File: src/rtl/ow_rom_pkg.sv
package ow_rom_pkg;

  localparam logic [7:0] CMD_READ_ID    = 8'h33;
  localparam logic [7:0] CMD_MATCH_ID   = 8'h55;
  localparam logic [7:0] CMD_SKIP_ID    = 8'hCC;
  localparam logic [7:0] CMD_SEARCH_ID  = 8'hF0;
  localparam logic [7:0] CMD_SEARCH_IRQ = 8'hEC;

  // events from the line datapath to the control
  typedef struct packed {
    logic busReset;
    logic bitEv;
    logic bitVal;
    logic slotLong;
  } lineEv_t;

  // strobes from the control to the line datapath, latched at each slot start
  typedef struct packed {
    logic rdSlot;
    logic rdZero;
  } lineCtl_t;

  typedef enum logic [1:0] {PD_OFF, PD_HOLD, PD_DRIVE} pdPh_t;

  typedef enum logic [2:0] {
    ST_IDLE, ST_CMD, ST_READ, ST_MATCH, ST_SEARCH, ST_MEM, ST_LOST
  } romSt_t;

endpackage

File: src/rtl/ow_line_dp.sv
module ow_line_dp
  import ow_rom_pkg::*;
#(
  parameter int RST_MIN   = 480,
  parameter int PD_WAIT   = 30,
  parameter int PD_LEN    = 120,
  parameter int SAMPLE_AT = 30,
  parameter int DRIVE_LEN = 30,
  parameter int SLOT_MAX  = 121
) (
  input  logic     clk,
  input  logic     rstN,
  input  logic     lineIn,
  input  lineCtl_t ctl,
  output lineEv_t  ev,
  output logic     lineDrvLow,
  output logic     portActive
);

  localparam int SLOT_END = (SAMPLE_AT > DRIVE_LEN) ? SAMPLE_AT : DRIVE_LEN;
  localparam int PD_MAX   = (PD_WAIT > PD_LEN) ? PD_WAIT : PD_LEN;
  localparam int T_MAX    = (SLOT_END > PD_MAX) ? SLOT_END : PD_MAX;
  localparam int LW       = $clog2(RST_MIN + 1);
  localparam int TW       = $clog2(T_MAX + 1);

  logic          syncA, syncB, prevLine;
  logic [LW-1:0] lowCnt;
  pdPh_t         pdPh;
  logic [TW-1:0] pdCnt;
  logic          awaitFirst;
  logic          slotOn, slotDrv;
  logic [TW-1:0] slotCnt;

  logic fallEdge, riseEdge, rstHit, slotFall;

  // two-flop synchroniser plus one stage for edge detection
  always_ff @(posedge clk) begin
    if (!rstN) begin
      syncA    <= 1'b1;
      syncB    <= 1'b1;
      prevLine <= 1'b1;
    end else begin
      syncA    <= lineIn;
      syncB    <= syncA;
      prevLine <= syncB;
    end
  end

  assign fallEdge = prevLine & ~syncB;
  assign riseEdge = ~prevLine & syncB;
  assign rstHit   = riseEdge && (lowCnt == LW'(RST_MIN)) && (pdPh == PD_OFF);
  assign slotFall = fallEdge && (pdPh == PD_OFF);

  // length of the current low, saturating at the reset threshold
  always_ff @(posedge clk) begin
    if (!rstN) lowCnt <= '0;
    else if (syncB || pdPh != PD_OFF) lowCnt <= '0;
    else if (lowCnt != LW'(RST_MIN)) lowCnt <= lowCnt + 1'b1;
  end

  // presence sequencer
  always_ff @(posedge clk) begin
    if (!rstN) begin
      pdPh  <= PD_OFF;
      pdCnt <= '0;
    end else if (rstHit) begin
      pdPh  <= PD_HOLD;
      pdCnt <= '0;
    end else begin
      unique case (pdPh)
        PD_HOLD: begin
          if (pdCnt == TW'(PD_WAIT - 1)) begin
            pdPh  <= PD_DRIVE;
            pdCnt <= '0;
          end else pdCnt <= pdCnt + 1'b1;
        end
        PD_DRIVE: begin
          if (pdCnt == TW'(PD_LEN - 1)) begin
            pdPh  <= PD_OFF;
            pdCnt <= '0;
          end else pdCnt <= pdCnt + 1'b1;
        end
        default: pdCnt <= '0;
      endcase
    end
  end

  // port claim: first master fall after the presence pulse
  always_ff @(posedge clk) begin
    if (!rstN) begin
      awaitFirst <= 1'b0;
      portActive <= 1'b0;
    end else if (rstHit) begin
      awaitFirst <= 1'b0;
      portActive <= 1'b0;
    end else begin
      if (pdPh == PD_DRIVE && pdCnt == TW'(PD_LEN - 1)) awaitFirst <= 1'b1;
      if (slotFall && awaitFirst) begin
        awaitFirst <= 1'b0;
        portActive <= 1'b1;
      end
    end
  end

  // slot timer: sampling point and read-zero hold
  always_ff @(posedge clk) begin
    if (!rstN) begin
      slotOn  <= 1'b0;
      slotDrv <= 1'b0;
      slotCnt <= '0;
    end else if (slotFall) begin
      slotOn  <= 1'b1;
      slotDrv <= ctl.rdSlot & ctl.rdZero;
      slotCnt <= '0;
    end else if (slotOn) begin
      slotCnt <= slotCnt + 1'b1;
      if (slotCnt == TW'(DRIVE_LEN - 1)) slotDrv <= 1'b0;
      if (slotCnt == TW'(SLOT_END - 1))  slotOn  <= 1'b0;
    end
  end

  always_comb begin
    ev.busReset = rstHit;
    ev.bitEv    = slotOn && (slotCnt == TW'(SAMPLE_AT - 1));
    ev.bitVal   = syncB;
    ev.slotLong = ~syncB && (pdPh == PD_OFF) && (lowCnt == LW'(SLOT_MAX));
  end

  assign lineDrvLow = (pdPh == PD_DRIVE) | slotDrv;

endmodule

File: src/rtl/ow_rom_ctl.sv
module ow_rom_ctl
  import ow_rom_pkg::*;
#(
  parameter int ID_W = 64
) (
  input  logic            clk,
  input  logic            rstN,
  input  lineEv_t         ev,
  input  logic [ID_W-1:0] romId,
  input  logic            irqPending,
  input  logic            memTxEn,
  input  logic            memTxBit,
  output lineCtl_t        ctl,
  output logic            memActive,
  output logic            memSlot,
  output logic            memBit,
  output logic            memByteValid,
  output logic [7:0]      memByte
);

  localparam int IW = $clog2(ID_W);

  romSt_t        state;
  logic [IW-1:0] idx;
  logic [7:0]    cmdSh;
  logic [1:0]    srchPh;
  logic          srchIrq;
  logic [7:0]    memSh;
  logic [2:0]    memCnt;

  logic          lastBit, idBit, srchOk;
  logic [7:0]    cmdNext, memNext;

  assign lastBit = (idx == IW'(ID_W - 1));
  assign idBit   = romId[idx];
  assign cmdNext = {ev.bitVal, cmdSh[7:1]};
  assign memNext = {ev.bitVal, memSh[7:1]};
  assign srchOk  = !srchIrq || irqPending;

  always_ff @(posedge clk) begin
    if (!rstN) begin
      state        <= ST_IDLE;
      idx          <= '0;
      cmdSh        <= '0;
      srchPh       <= '0;
      srchIrq      <= 1'b0;
      memSh        <= '0;
      memCnt       <= '0;
      memSlot      <= 1'b0;
      memBit       <= 1'b0;
      memByteValid <= 1'b0;
      memByte      <= '0;
    end else begin
      memSlot      <= 1'b0;
      memByteValid <= 1'b0;
      if (ev.busReset) begin
        state   <= ST_CMD;
        idx     <= '0;
        srchPh  <= '0;
        srchIrq <= 1'b0;
        memCnt  <= '0;
      end else if (ev.slotLong && state != ST_IDLE) begin
        state <= ST_LOST;
      end else if (ev.bitEv) begin
        unique case (state)
          ST_CMD: begin
            cmdSh <= cmdNext;
            if (idx[2:0] == 3'd7) begin
              idx <= '0;
              unique case (cmdNext)
                CMD_READ_ID:    state <= ST_READ;
                CMD_MATCH_ID:   state <= ST_MATCH;
                CMD_SKIP_ID:    state <= ST_MEM;
                CMD_SEARCH_ID:  state <= ST_SEARCH;
                CMD_SEARCH_IRQ: begin
                  srchIrq <= 1'b1;
                  state   <= irqPending ? ST_SEARCH : ST_LOST;
                end
                default:        state <= ST_LOST;
              endcase
            end else idx <= idx + 1'b1;
          end
          ST_READ: begin
            if (lastBit) state <= ST_MEM;
            else idx <= idx + 1'b1;
          end
          ST_MATCH: begin
            if (ev.bitVal != idBit) state <= ST_LOST;
            else if (lastBit) state <= ST_MEM;
            else idx <= idx + 1'b1;
          end
          ST_SEARCH: begin
            if (srchPh != 2'd2) srchPh <= srchPh + 1'b1;
            else begin
              srchPh <= '0;
              if (ev.bitVal != idBit || !srchOk) state <= ST_LOST;
              else if (lastBit) state <= ST_MEM;
              else idx <= idx + 1'b1;
            end
          end
          ST_MEM: begin
            memSh   <= memNext;
            memCnt  <= memCnt + 1'b1;
            memSlot <= 1'b1;
            memBit  <= ev.bitVal;
            if (memCnt == 3'd7) begin
              memByte      <= memNext;
              memByteValid <= 1'b1;
            end
          end
          default: ;
        endcase
      end
    end
  end

  always_comb begin
    ctl.rdSlot = 1'b0;
    ctl.rdZero = 1'b0;
    unique case (state)
      ST_READ: begin
        ctl.rdSlot = 1'b1;
        ctl.rdZero = ~idBit;
      end
      ST_SEARCH: begin
        ctl.rdSlot = (srchPh != 2'd2) && srchOk;
        ctl.rdZero = (srchPh == 2'd0) ? ~idBit : idBit;
      end
      ST_MEM: begin
        ctl.rdSlot = memTxEn;
        ctl.rdZero = ~memTxBit;
      end
      default: ;
    endcase
  end

  assign memActive = (state == ST_MEM);

endmodule

File: src/rtl/ow_rom_slave.sv
module ow_rom_slave
  import ow_rom_pkg::*;
#(
  parameter int RST_MIN   = 480,
  parameter int PD_WAIT   = 30,
  parameter int PD_LEN    = 120,
  parameter int SAMPLE_AT = 30,
  parameter int DRIVE_LEN = 30,
  parameter int SLOT_MAX  = 121,
  parameter int ID_W      = 64
) (
  input  logic            clk,
  input  logic            rstN,
  input  logic            lineIn,
  input  logic [ID_W-1:0] romId,
  input  logic            irqPending,
  input  logic            memTxEn,
  input  logic            memTxBit,
  output logic            lineDrvLow,
  output logic            portActive,
  output logic            busReset,
  output logic            memActive,
  output logic            memSlot,
  output logic            memBit,
  output logic            memByteValid,
  output logic [7:0]      memByte
);

  lineEv_t  lineEv;
  lineCtl_t lineCtl;

  ow_line_dp #(
    .RST_MIN(RST_MIN), .PD_WAIT(PD_WAIT), .PD_LEN(PD_LEN),
    .SAMPLE_AT(SAMPLE_AT), .DRIVE_LEN(DRIVE_LEN), .SLOT_MAX(SLOT_MAX)
  ) u_dp (
    .clk(clk), .rstN(rstN), .lineIn(lineIn), .ctl(lineCtl), .ev(lineEv),
    .lineDrvLow(lineDrvLow), .portActive(portActive)
  );

  ow_rom_ctl #(.ID_W(ID_W)) u_ctl (
    .clk(clk), .rstN(rstN), .ev(lineEv), .romId(romId),
    .irqPending(irqPending), .memTxEn(memTxEn), .memTxBit(memTxBit),
    .ctl(lineCtl), .memActive(memActive), .memSlot(memSlot), .memBit(memBit),
    .memByteValid(memByteValid), .memByte(memByte)
  );

  assign busReset = lineEv.busReset;

endmodule

File: config.mk
export PLATFORM = sky130hd
export DESIGN_NAME = ow_rom_slave
export DESIGN_NICKNAME = d
export VERILOG_FILES = /design/src/rtl/ow_rom_pkg.sv /design/src/rtl/ow_line_dp.sv /design/src/rtl/ow_rom_ctl.sv /design/src/rtl/ow_rom_slave.sv
export SDC_FILE = /design/constraint.sdc
export NUM_CORES = 1
export LEC_CHECK = 0
export ABC_AREA = 1
export BUFFER_PORTS_ARGS = -buffer_cell sky130_fd_sc_hd__buf_2
export CORE_ASPECT_RATIO = 0.9
export CORE_MARGIN = 2
export CORE_UTILIZATION = 55
export DETAILED_ROUTE_END_ITERATION = 8
export PLACE_DENSITY_LB_ADDON = 0.25
export SLEW_MARGIN = 20
export SYNTH_ARGS = -nofsm -noshare
export SYNTH_HDL_FRONTEND = slang
export SYNTH_SLANG_ARGS = --single-unit
File: constraint.sdc
create_clock -name clk -period 2.3 [get_ports clk]
set_clock_uncertainty 0.1 [all_clocks]
set_input_delay 0.23 -clock clk [delete_from_list [all_inputs] [get_ports clk]]
set_output_delay 0.23 -clock clk [all_outputs]
set_load 0.01 [all_outputs]
Word level (Yosys, flattened, before mapping)
Index checks and enable logic that the tools add are counted.
Operators by class
  multiplexer cells: 37
  bitwise operators: 13
  $add $sub $neg: 6
  magnitude comparators: 1
  reduce and logical (&&, ||, !) cells: 46
  eq/ne operators: 34
Operator list (number)
  $mux W6: 5
  $eq A8 B8 Y1 const B: 3
  $pmux W6 S4: 1
  $mux W3: 7
  $reduce_and A4 Y1: 4
  $pmux W3 S5: 1
  $add A7 B1 Y7 const B: 2
  $eq A7 B5 Y1 const B: 2
  $mux W7: 2
  $pmux W7 S2: 1
  $eq A3 B3 Y1 const B: 4
  $mux W1: 12
  $pmux W3 S4: 1
  $reduce_and A3 Y1: 4
  $logic_and A1 B1 Y1: 10
  $reduce_and A5 Y1: 2
  $reduce_bool A2 Y1: 5
  $add A9 B1 Y9 const B: 1
  $eq A9 B7 Y1 const B: 1
  $eq A9 B9 Y1 const B: 1
  $ne A3 B2 Y1 const B: 3
  $ne A9 B9 Y1 const B: 1
  $not A1 Y1: 9
  $reduce_bool A3 Y1: 3
  36 further kinds: 52
Word-level totals
  bits of input ports: 70
  output and inout port bits: 15
  logic and storage cells: 161
  flip-flop bits (word level): 74

Logic depth before layout (Yosys ltp)
  depth in word-level cells: 10
  depth in mapped cells: 18
  mapped depth without buffers: 16

Modules after synthesis
Synthesis repeated with hierarchy kept, for this count alone.
Second synthesis, totals
  cells, all modules: 669
  area, all modules: 4344.2 µm²
By module, submodules not included
  ow_rom_ctl: cells each 464, instances 1, area each 2806.4 µm², seq. area each 780.7 µm²
  ow_line_dp: cells each 205, instances 1, area each 1537.7 µm², seq. area each 640.6 µm²

Least setup slack after synthesis
OpenSTA, ideal clock, no wires.
  path kind: register -> register
  from: register u_dp.pdPh[0]
  to: register u_ctl.memByte[6]
  buffers on the path: 1
  slack: 0.322 ns
  period minus slack after synthesis: 1.978 ns
  setup time: 0.115 ns
  stages on the path, launching flop included: 16
  arrival time: 1.763 ns
  data required time: 2.085 ns
  cells stage by stage: dfxtp_1 inv_1 ha_1 inv_1 nor2_1 nand3_1 nor3_1 o21ai_2 nand3_4 nor2_4 nand2_4 inv_2 buf_6 a21oi_1 o21ai_0 inv_1
Between the ends
  longest elaborated chain between the ends: 6
  elaborated cells on any way between the ends: 8
  those cells by class: bitwise (2); reduce/logical (6)
Ends and longest elaborated chain
  start, declared: line ow_line_dp.sv:28  | pdPh_t pdPh;
  start signal, assigned: line ow_line_dp.sv:64  | pdPh <= PD_OFF;
  start signal, assigned: line ow_line_dp.sv:67  | pdPh <= PD_HOLD;
  start signal, assigned: line ow_line_dp.sv:73  | pdPh <= PD_DRIVE;
  $logic_not A2 Y1 *: line ow_line_dp.sv:51, ow_line_dp.sv:126
  $logic_and A1 B1 Y1 (2 in a row): line ow_line_dp.sv:126  | ev.slotLong = ~syncB && (pdPh == PD_OFF) && (lowCnt == LW'(SLOT_MAX));
  $logic_and A1 B1 Y1: line ow_rom_ctl.sv:62  | end else if (ev.slotLong && state != ST_IDLE) begin
  $not A1 Y1 (no line)
  $reduce_and A5 Y1 (no line) *
  end signal, assigned: line ow_rom_ctl.sv:107  | memByte <= memNext;
  end, declared: line ow_rom_ctl.sv:18  | output logic [7:0] memByte
Every way passes the cells marked *; elsewhere a longest branch is shown, timed or not.
A chain may end at the register's enable or synchronous reset.

Final worst setup path
  from: register u_dp.lowCnt[0]
  to: output busReset
Between the ends
  longest elaborated chain between the ends: 3
Ends and longest elaborated chain
  start, declared: line ow_line_dp.sv:27  | logic [LW-1:0] lowCnt;
  start signal, assigned: line ow_line_dp.sv:58  | else if (lowCnt != LW'(RST_MIN)) lowCnt <= lowCnt + 1'b1;
  $eq A9 B9 Y1: line ow_line_dp.sv:51  | assign rstHit = riseEdge && (lowCnt == LW'(RST_MIN)) && (pdPh == PD_OFF);
  $logic_and A1 B1 Y1 (2 in a row): line ow_line_dp.sv:51
  end, declared: line ow_rom_slave.sv:21  | output logic busReset,
No other way between the ends.

==> metrics.yaml <==
result_of_the_run: "finished clean"
grt_pass1_vias: 4048
finalWeightedCongestion: 0.908
wl_um: 10300
vias: 4296
all_layer_gr_usage_pct: 24.9
finalSetupViolations: 0
standard_cell_with_the_maximum_stage_delay_on_the_critical_path: "sky130_fd_sc_hd__nor4_4"
initial_core_util_pct: 56.1
placement.io_buffers: 84
critical_path_cell_by_cell: "inv_2, ha_1, nand4_1, inv_1, nand4_4, nor4_4, buf_2"
final_layout_size_suffix_gt1_share_pct: 23.9
die_width_um: 96.0
floorplan_die_height_um: 86.8
drt_first_iter_violations: 267
comb_power_share_pct: 7.3
final_cells: 802
cap_viol_max_count: 0
synth.area.top_cells: "sky130_fd_sc_hd__dfxtp_1, sky130_fd_sc_hd__nand2_1, sky130_fd_sc_hd__nand3_1"
cts_made_buffers: 9
worstSetupPathType: "reg -> out"
cell_area_after_placement_mm2: 0.00466
die-area_mm2: 0.00833
finalHoldViolCount: 0
yosys.cell_count.top_type: "sky130_fd_sc_hd__nand2_1"
placed_cells: 779
antenna_found_initial: 0
internal_cell_power_w: 0.00183
fmaxAchievable_mhz: 459
dp_hpwl_um: 7430
cellPowerDensity_mw_per_mm2: 491
async_flop_share_pct: 0
synth.net_count: 691
grt_overflow_total: 0
yosysTopAreaCellShare_pct: 33.9
post_synth_num_cell_types: 46
routedWlPerCell_um: 12.9
final_period_minus_worst_setup_slack_ns: 2.18
synthesis.area_mm2: 0.00419
switching_power_w: 0.000619
drtPass1Iterations: 5
num-nets-final: 785
final_area_mm2: 0.00500
avgViaCountPerCell: 5.36
largest_net_degree_at_the_start_of_global_routing: 38
post_synth.cell_area_avg_um2: 6.90
drc: 0
worstSetupStartpointType: "flop"
min_path_type: "in -> reg"
cts_num_sinks: 71
worst_setup_hold_path_clk_slew_ns: 0.08
finalMaxSlewViolations: 0
netlist_instances: 607
seq_area_frac_synth_pct: 33.9
post-synth-top-area-cell: "sky130_fd_sc_hd__dfxtp_1"
power_frac_clock_pct: 42.0
fin_crit_sh_pct: 94.8
floorplan.core_area_mm2: 0.00747
total_leakage_power_nw: 2.22
ys_ff_latch: 71
sequentialPowerShare_pct: 50.6
diodes: 0
synth-edff-count: 0
grt_first_pass_wirelength_um: 16800
tritoncts: "yes"
row_count: 30
critPathRequiredTime_ns: 1.97
ir_worst_vdd_v: 0.000415
critPathMaxStageDelay_ns: 0.40
syn2layout_area_growth_pct: 19.3
critical_path.endpoint_type: "primary output"
htree_num_levels: 3
p_sw_share_pct: 25.2
worstSkewPairLatency_ns: 0.36
rsz0062_at_grt: "yes"
arrival_time_of_the_worst_setup_path_ns: 1.85
dominantRegCellSynth: "sky130_fd_sc_hd__dfxtp_1"
final_antenna_net_count: 0
cts_buffer_depth: 2
slew-limit-headroom_pct: 67.5
num_io_pins: 85
synth.top_cells.by_count: "sky130_fd_sc_hd__nand2_1, sky130_fd_sc_hd__nand3_1, sky130_fd_sc_hd__dfxtp_1, sky130_fd_sc_hd__inv_1, sky130_fd_sc_hd__a21oi_1"
synth-warning-count: 0
timing_worst_slew_pin_value_ns: 0.481
clock-root-buffer: "sky130_fd_sc_hd__clkbuf_8"
worst-path-max-fanout: 5
==> power by group through the flow <==
| stage | sequential [W] | clock, W | combinational [W] |
|---|---|---|---|
| after global placement | 0.00127 | 0 | 0.000168 |
| after CTS | 0.00124 | 0.00105 | 0.000174 |
| after floorplan | 0.00127 | 0 | 0.0000885 |
| after detailed placement | 0.00127 | 0 | 0.000171 |
| after global routing | 0.00124 | 0.00110 | 0.000200 |
| final | 0.00124 | 0.00103 | 0.000180 |
==> metal layers <==
layer	wire length, um	part of all wire [%]	vias up	global-route usage [%]
li1	-	-	2193	-
met1	4590	44	1945	29.9
met2	5080	49	145	43.6
met3	578	5.6	13	6.09
met4	95	0.92	0	7.66
met5	0	0	-	0
==> through the flow <==
step	setup TNS (ns)	worst slack (ns)	hold slack [ns]	power [W]	utilization [%]
after floorplan	0	0.322	0.237	0.00136	-
after global placement	0	0.182	0.295	0.00144	62.4
after detailed placement	0	0.172	0.309	0.00144	62.4
after CTS	0	0.129	0.124	0.00246	65.3
after global routing	-0.0707	-0.0257	0.133	0.00254	66.9
final	0	0.120	0.136	0.00245	66.9
==> layout by cell type, fill, tap and decap left out, types with 2 or more instances in the layout <==
cell / instances
sky130_fd_sc_hd__dfxtp_1: 68
sky130_fd_sc_hd__inv_4: 3
sky130_fd_sc_hd__or2_2: 5
sky130_fd_sc_hd__nand2_2: 6
sky130_fd_sc_hd__o211ai_1: 2
sky130_fd_sc_hd__nor2_1: 46
sky130_fd_sc_hd__a21oi_1: 50
sky130_fd_sc_hd__clkinvlp_4: 3
sky130_fd_sc_hd__nor3_1: 8
sky130_fd_sc_hd__nand3b_1: 2
sky130_fd_sc_hd__inv_2: 3
sky130_fd_sc_hd__nand3_2: 4
sky130_fd_sc_hd__buf_2: 84
sky130_fd_sc_hd__nand4_1: 4
sky130_fd_sc_hd__inv_1: 67
sky130_fd_sc_hd__nand2_4: 3
sky130_fd_sc_hd__nand3_1: 70
sky130_fd_sc_hd__xor2_1: 8
sky130_fd_sc_hd__inv_6: 2
sky130_fd_sc_hd__nor2_4: 4
sky130_fd_sc_hd__nor3_2: 2
sky130_fd_sc_hd__a211oi_1: 2
sky130_fd_sc_hd__a21oi_2: 12
sky130_fd_sc_hd__dfxtp_2: 2
sky130_fd_sc_hd__clkbuf_8: 9
sky130_fd_sc_hd__a31oi_1: 2
sky130_fd_sc_hd__buf_4: 12
sky130_fd_sc_hd__nor4_1: 4
sky130_fd_sc_hd__nor3b_1: 2
sky130_fd_sc_hd__ha_1: 14
sky130_fd_sc_hd__nand2_1: 143
sky130_fd_sc_hd__inv_8: 2
sky130_fd_sc_hd__o21ai_0: 36
==> registers in the layout, summed over array words and instances (netlist names), 2 cells and up <==
signal and flops:
u_ctl.cmdSh 7, u_ctl.memByte 8, u_dp.slotCnt 7, u_ctl.memCnt 3, u_ctl.state 3, u_ctl.srchPh 2, u_dp.pdPh 2, u_ctl.memSh 6
u_dp.pdCnt 7, u_dp.lowCnt 9, u_ctl.idx 6
==> path summary, 6_finish.rpt <==
kind                   from              to  slack [ns]  cells past startpoint
max          u_dp.lowCnt[0]        busReset        0.12                      7
min reg2reg      u_dp.syncA      u_dp.syncB        0.33                      1
max reg2reg  u_dp.lowCnt[0]  u_ctl.memSh[6]        0.17                     11
min                    rstN   u_dp.prevLine        0.14                      2
==> final cells by class <==
cell class                      count  area [um^2]
Clock inverter                      7         80.1
Inverter                           75          300
Multi-Input combinational cell    443         2360
Fill cell                         644         2470
Sequential cell                    71         1430
Tap cell                           96          120
Timing Repair inverter              1         7.51
Clock buffer                        9          124
Timing Repair Buffer              100          577
==> worst max-delay path: cells and delay by family (launching register included) <==
family | cells | cell delay, ns
buffers and inverters | 3 | 0.37
flip-flops | 1 | 0.37
AND/OR/NAND/NOR | 3 | 0.61
adder cells (fa/ha/maj) | 1 | 0.14
==> what timing repair did <==
action                                  CTS  global route
resized for setup                         0            20
setup buffers                             0             4
endpoints found under the setup margin    0            28
hold buffers                              1             0
hold endpoints to repair                  1             0
==> kinds of logic after synthesis <==
| kind of cell | Yosys count | synth area share [%] |
|---|---|---|
| buffers and inverters | 93 | 10.6 |
| xor gates and xnor gates | 8 | 1.67 |
| AOI/OAI and AO/OA | 112 | 15.1 |
| adders and majority gates | 14 | 4.18 |
| DFF | 71 | 33.9 |
| and+or+nand+nor | 309 | 34.5 |
Note: power is estimated with default switching activity, not from simulation.
